## src/rtl/refq_pkg.sv

```systemverilog
package refq_pkg;
  localparam int NUM_REF = 5;

  typedef struct packed {
    logic [NUM_REF-1:0] chgSet;
    logic [NUM_REF-1:0] chgClr;
    logic               failSet;
    logic               failClr;
  } refqStrobe_t;
endpackage

```

## src/rtl/refq_qualify.sv

```systemverilog
module refq_qualify #(
  parameter int NUM_REF = refq_pkg::NUM_REF,
  parameter int SEL_W   = $clog2(NUM_REF)
) (
  input  logic [NUM_REF-1:0] noActAlarm,
  input  logic [NUM_REF-1:0] freqHardAlarm,
  input  logic [NUM_REF-1:0] lowRateRef,
  input  logic [NUM_REF-1:0] edgesInWindow,
  input  logic [NUM_REF-1:0] phaseLockAlarm,
  input  logic [NUM_REF-1:0] missedTwo,
  input  logic [SEL_W-1:0]   mainSel,
  input  logic               noiseWinEn,
  input  logic               ultraFastEn,
  output logic [NUM_REF-1:0] nextSec,
  output logic [NUM_REF-1:0] nextMain
);
  // One identical qualification slice per reference input.
  for (genvar i = 0; i < NUM_REF; i++) begin : g_ref
    logic noiseBad;
    logic isSel;
    logic mainBad;
    assign noiseBad    = noiseWinEn & lowRateRef[i] & ~edgesInWindow[i];
    assign nextSec[i]  = ~noActAlarm[i] & ~freqHardAlarm[i] & ~noiseBad;
    assign isSel       = (mainSel == SEL_W'(i));
    assign mainBad     = isSel & (phaseLockAlarm[i] | (ultraFastEn & missedTwo[i]));
    assign nextMain[i] = nextSec[i] & ~mainBad;
  end
endmodule

```

## src/rtl/refq_ctrl.sv

```systemverilog
module refq_ctrl
  import refq_pkg::*;
#(
  parameter int NUM_REF = refq_pkg::NUM_REF,
  parameter int SEL_W   = $clog2(NUM_REF)
) (
  input  logic               clk,
  input  logic               rstN,
  input  logic [NUM_REF-1:0] nextMain,
  input  logic [NUM_REF-1:0] validMain,
  input  logic [SEL_W-1:0]   mainSel,
  input  logic [NUM_REF-1:0] chgClr,
  input  logic               failClr,
  output refqStrobe_t        strobe
);
  logic [SEL_W-1:0] selPrev;
  logic             selInRange;
  logic             selOld;
  logic             selNew;

  always_comb begin
    selInRange = 1'b0;
    selOld     = 1'b0;
    selNew     = 1'b0;
    for (int i = 0; i < NUM_REF; i++) begin
      if (mainSel == SEL_W'(i)) begin
        selInRange = 1'b1;
        selOld     = validMain[i];
        selNew     = nextMain[i];
      end
    end
  end

  always_ff @(posedge clk or negedge rstN) begin
    if (!rstN) selPrev <= '0;
    else       selPrev <= mainSel;
  end

  always_comb begin
    strobe.chgSet  = nextMain ^ validMain;
    strobe.chgClr  = chgClr;
    strobe.failSet = selInRange & (selPrev == mainSel) & selOld & ~selNew;
    strobe.failClr = failClr;
  end
endmodule

```

## src/rtl/refq_regs.sv

```systemverilog
module refq_regs
  import refq_pkg::*;
#(
  parameter int NUM_REF = refq_pkg::NUM_REF
) (
  input  logic               clk,
  input  logic               rstN,
  input  logic [NUM_REF-1:0] nextSec,
  input  logic [NUM_REF-1:0] nextMain,
  input  refqStrobe_t        strobe,
  input  logic [NUM_REF-1:0] chgIrqEn,
  input  logic               failIrqEn,
  input  logic               pinRouteEn,
  output logic [NUM_REF-1:0] validSec,
  output logic [NUM_REF-1:0] validMain,
  output logic [NUM_REF-1:0] chgFlag,
  output logic               failFlag,
  output logic               irq,
  output logic               failPin
);
  always_ff @(posedge clk or negedge rstN) begin
    if (!rstN) begin
      validSec  <= '0;
      validMain <= '0;
      chgFlag   <= '0;
      failFlag  <= 1'b0;
    end else begin
      validSec  <= nextSec;
      validMain <= nextMain;
      chgFlag   <= (chgFlag & ~strobe.chgClr) | strobe.chgSet;
      failFlag  <= (failFlag & ~strobe.failClr) | strobe.failSet;
    end
  end

  assign irq     = (|(chgFlag & chgIrqEn)) | (failFlag & failIrqEn);
  assign failPin = failFlag & failIrqEn & pinRouteEn;

  AST_MAIN_WITHIN_SEC: assert property (@(posedge clk) disable iff (!rstN)
    ((validMain & ~validSec) == '0) && ($countones(validMain ^ validSec) <= 1)) else $error("AST_MAIN_WITHIN_SEC");
  AST_CHG_ON_EDGE: assert property (@(posedge clk) disable iff (!rstN)
    ((chgFlag & ~$past(chgFlag)) & ~(validMain ^ $past(validMain))) == '0) else $error("AST_CHG_ON_EDGE");
  AST_CHG_STICKY: assert property (@(posedge clk) disable iff (!rstN)
    (chgFlag & $past(chgFlag & ~strobe.chgClr)) == $past(chgFlag & ~strobe.chgClr)) else $error("AST_CHG_STICKY");
  AST_FAIL_STICKY: assert property (@(posedge clk) disable iff (!rstN)
    $past(failFlag & ~strobe.failClr) |-> failFlag) else $error("AST_FAIL_STICKY");
endmodule

```

## src/rtl/refq_top.sv

```systemverilog
module refq_top
  import refq_pkg::*;
#(
  parameter int NUM_REF = refq_pkg::NUM_REF,
  localparam int SEL_W  = $clog2(NUM_REF)
) (
  input  logic               clk,
  input  logic               rstN,
  input  logic [NUM_REF-1:0] noActAlarm,
  input  logic [NUM_REF-1:0] freqHardAlarm,
  input  logic [NUM_REF-1:0] lowRateRef,
  input  logic [NUM_REF-1:0] edgesInWindow,
  input  logic [NUM_REF-1:0] phaseLockAlarm,
  input  logic [NUM_REF-1:0] missedTwo,
  input  logic [SEL_W-1:0]   mainSel,
  input  logic               noiseWinEn,
  input  logic               ultraFastEn,
  input  logic [NUM_REF-1:0] chgIrqEn,
  input  logic               failIrqEn,
  input  logic               pinRouteEn,
  input  logic [NUM_REF-1:0] chgClr,
  input  logic               failClr,
  output logic [NUM_REF-1:0] validSec,
  output logic [NUM_REF-1:0] validMain,
  output logic [NUM_REF-1:0] chgFlag,
  output logic               failFlag,
  output logic               irq,
  output logic               failPin
);
  logic [NUM_REF-1:0] nextSec;
  logic [NUM_REF-1:0] nextMain;
  refqStrobe_t        strobe;

  refq_qualify #(.NUM_REF(NUM_REF), .SEL_W(SEL_W)) i_qualify (
    .noActAlarm(noActAlarm), .freqHardAlarm(freqHardAlarm),
    .lowRateRef(lowRateRef), .edgesInWindow(edgesInWindow),
    .phaseLockAlarm(phaseLockAlarm), .missedTwo(missedTwo),
    .mainSel(mainSel), .noiseWinEn(noiseWinEn), .ultraFastEn(ultraFastEn),
    .nextSec(nextSec), .nextMain(nextMain)
  );

  refq_ctrl #(.NUM_REF(NUM_REF), .SEL_W(SEL_W)) i_ctrl (
    .clk(clk), .rstN(rstN), .nextMain(nextMain), .validMain(validMain),
    .mainSel(mainSel), .chgClr(chgClr), .failClr(failClr), .strobe(strobe)
  );

  refq_regs #(.NUM_REF(NUM_REF)) i_regs (
    .clk(clk), .rstN(rstN), .nextSec(nextSec), .nextMain(nextMain),
    .strobe(strobe), .chgIrqEn(chgIrqEn), .failIrqEn(failIrqEn),
    .pinRouteEn(pinRouteEn), .validSec(validSec), .validMain(validMain),
    .chgFlag(chgFlag), .failFlag(failFlag), .irq(irq), .failPin(failPin)
  );

  logic selValidNow;
  always_comb begin
    selValidNow = 1'b0;
    for (int i = 0; i < NUM_REF; i++)
      if (mainSel == SEL_W'(i)) selValidNow = validMain[i];
  end

  AST_FAIL_ON_DROP: assert property (@(posedge clk) disable iff (!rstN)
    $rose(failFlag) |-> $past(selValidNow) &&
      ((validMain & (NUM_REF'(1) << $past(mainSel))) == '0)) else $error("AST_FAIL_ON_DROP");
  AST_PIN_HELD: assert property (@(posedge clk) disable iff (!rstN)
    ($past(failPin) && !$past(strobe.failClr) && $stable(failIrqEn) && $stable(pinRouteEn)) |-> failPin) else $error("AST_PIN_HELD");
endmodule

```

## config.mk

```make
export PLATFORM = sky130hd
export DESIGN_NAME = refq_top
export DESIGN_NICKNAME = d
export VERILOG_FILES = /design/src/rtl/refq_pkg.sv /design/src/rtl/refq_qualify.sv /design/src/rtl/refq_ctrl.sv /design/src/rtl/refq_regs.sv /design/src/rtl/refq_top.sv
export SDC_FILE = /design/constraint.sdc
export NUM_CORES = 1
export LEC_CHECK = 0
export BUFFER_PORTS_ARGS = -buffer_cell sky130_fd_sc_hd__buf_4
export CORE_AREA = 2 2 51 53
export DETAILED_ROUTE_END_ITERATION = 16
export DIE_AREA = 0 0 53 55
export GPL_TIMING_DRIVEN = 0
export PLACE_DENSITY = 0.82
export SETUP_SLACK_MARGIN = 0.1
export SLEW_MARGIN = 10
export SYNTH_ARGS = -nofsm -noshare
export SYNTH_HDL_FRONTEND = slang
export SYNTH_SLANG_ARGS = --single-unit
```

## constraint.sdc

```tcl
create_clock -name clk -period 2.95 [get_ports clk]
set_clock_uncertainty 0.15 [all_clocks]
set_input_delay 0.4425 -clock clk [delete_from_list [all_inputs] [get_ports clk]]
set_output_delay 0.4425 -clock clk [all_outputs]
set_load 0.1 [all_outputs]
```

==> impl_metrics.ini <==
[status]
status = completed

[synth]
synth-main-ff-cell = dfrtp_1
synthXorXnorAreaFrac = 0.0658
synth-async-reset-ratio = 1.00
muxShareOfSynthArea = 0.0282
synth-simple-area-share = 0.153
synth_compound_area_frac = 0.185
ys_seq_area_frac = 0.510
synth.yosys.warnings = 0
synth_top_family_by_area = compound AO/OA/AOI/OAI gates
synthesis.nets = 139
synthAdderAreaFrac = 0
syn_area_um2 = 932
synth-edff-count = 0
syn_inst = 89
ys_seq_elements = 19
avgSynthCellArea_um2 = 10.5
yosysUniqueCellTypes = 31

[finish]
fin_nets = 212
fill_cells = 194
layout.cells.most_common = buf_4
final_cell_mix = buf_4 (67), dfrtp_1 (19), inv_1 (10)
design_area_um2 = 1510
num_antenna_cells = 0
drive_above_1_share = 0.466
syn_to_final_growth_pct = 61.9

[global_route]
grt_max_degree = 20
overflow = 0
grt_pass1_wl_mm = 3.64
grtUsageTotal = 0.176
antenna_found_initial = 0
grt_pass1_vias = 913

[timing]
fin_hold_ws_ns = 0.102
grt_setup_unrepaired = no
finalSetupViolations = 0
hold_viol = 0
finalMaxSlewViolations = 0
layout_min_cycle_time_ns = 1.86
slew_headroom = 0.657
setup_tns_ns = 0
worst_slack_ns = 1.09
period_share = 0.629
timing.fmax_ghz = 0.539
worstMarginPinSlew_ns = 0.514

[worst_setup_path]
path_delay_family = compound AO/OA/AOI/OAI gates
cp-end-kind = flop
crit_arrival_ns = 1.93
r2r_slack_ns = 1.47
critPathBufInv = 2
slowest_stage = or3b_1
critPathKind = input pin to flop
cp_max_fo = 10
startpoint_type = input pin
crit_chain = buf_4 > buf_2 > or3b_1 > o221ai_2 > nand3_1 > a221o_1 > o22ai_1
required_ns = 3.03
cp_slowest_stage_delay_ns = 0.38

[drt]
first_pass_iters = 3
route.detailed.drc = 0
vias_per_cell = 5.01
detail_route.wl_per_cell_um = 12.9
drt_iter0_markers = 9
vias = 956
totalWireLength_mm = 2.46
postRouteAntennaNets = 0

[placement]
globalplace.congestion = 0.753
detailed_place_hpwl_mm = 2.05
io_buffers = 67
pre_cts_slack_ns = 0.775
dpl-instance-area_um2 = 1470

[die]
die_h_um = 55
die_w_um = 53
io_pins = 68
coreArea_um2 = 2360
fp-row-count = 18
initial_core_util = 0.394
dieArea_um2 = 2920

[cts]
cts_tree = done
clk_pin_slew_worst_paths_ns = 0.10
root_buffer = clkbuf_4
cts_sinks = 19
clk-insertion-delay-late_ns = 0.30
cts_buffers = 3
cts.htree.levels = 1
cts_buffer_depth = 2

[job]
maxCapViolCount = 0

[power_and_ir_drop]
power.total_mw = 0.735
p_per_area_nw_per_um2 = 487
p_leak_nw = 0.775
ir_worst_vdd_v = 0.000325

[min_path]
hp-class = input pin to flop
## layer usage
metal,global-route usage,wire length (um)
met1,0.172,893
met3,0.0511,240
met4,0.0983,55
met2,0.335,1270
met5,0,0
## kinds of logic after synthesis
group / count (synthesis)
AO/OA/AOI/OAI: 24
buffers and inverters: 12
AND/OR/NAND/NOR: 26
XOR/XNOR: 7
flip-flops: 19
multiplexers: 1
## cell type report
type                            instances  area [um2]  area share
Inverter                               10        37.5      0.0249
Clock buffer                            4        26.3      0.0174
Tap cell                               30        37.5      0.0249
Timing Repair Buffer                   68         513       0.340
Sequential cell                        19         475       0.315
Buffer                                  2        16.3      0.0108
Multi-Input combinational cell         58         403       0.267
## power by group
group          switching, mW  internal [mW]
Sequential            0.0150          0.281
Combinational          0.213         0.0967
Clock                 0.0769         0.0527
## Yosys cell counts, types with 2 or more instances
| cell | n | share of area |
|---|---|---|
| nand3_1 | 2 | 0.011 |
| and3_1 | 2 | 0.013 |
| a31oi_1 | 2 | 0.013 |
| inv_1 | 10 | 0.040 |
| o21a_1 | 2 | 0.016 |
| dfrtp_1 | 19 | 0.51 |
| xnor2_1 | 6 | 0.056 |
| a21oi_1 | 4 | 0.021 |
| nand2_1 | 5 | 0.020 |
| nand3b_1 | 3 | 0.024 |
| nor2_1 | 6 | 0.024 |
| a22oi_1 | 3 | 0.024 |
| o21ai_0 | 6 | 0.032 |
| nor3_1 | 2 | 0.011 |
## path summary, 6_finish.rpt
check	startpoint	to	depth (start not counted)
max	mainSel[0]	i_regs.failFlag	7
min	mainSel[0]	i_ctrl.selPrev[0]	1
max reg2reg	i_regs.validMain[2]	i_regs.failFlag	4
min reg2reg	i_regs.chgFlag[3]	i_regs.chgFlag[3]	2
max in group asynchronous	rstN	i_regs.chgFlag[1]	2
min in group asynchronous	rstN	i_regs.validSec[4]	2
## repair_timing
| item | in CTS | in global routing |
|---|---|---|
| hold buffers | 1 | 0 |
| buffers inserted | 0 | 0 |
| endpoints found under the hold margin | 19 | 0 |
| gates resized for setup | 0 | 0 |
## flip-flops by register name, summed over array words and instances, names as in the netlist
name	count
i_regs.validSec	5
i_regs.chgFlag	5
i_regs.validMain	5
i_regs.failFlag	1
i_ctrl.selPrev	3
## per-stage QoR
step	util	std cells
global placement	0.623	186
detailed placement	0.623	186
global route	0.638	191
finish	0.638	191
floorplan	-	89
CTS	0.638	191
(Power assumes the default switching activity.)
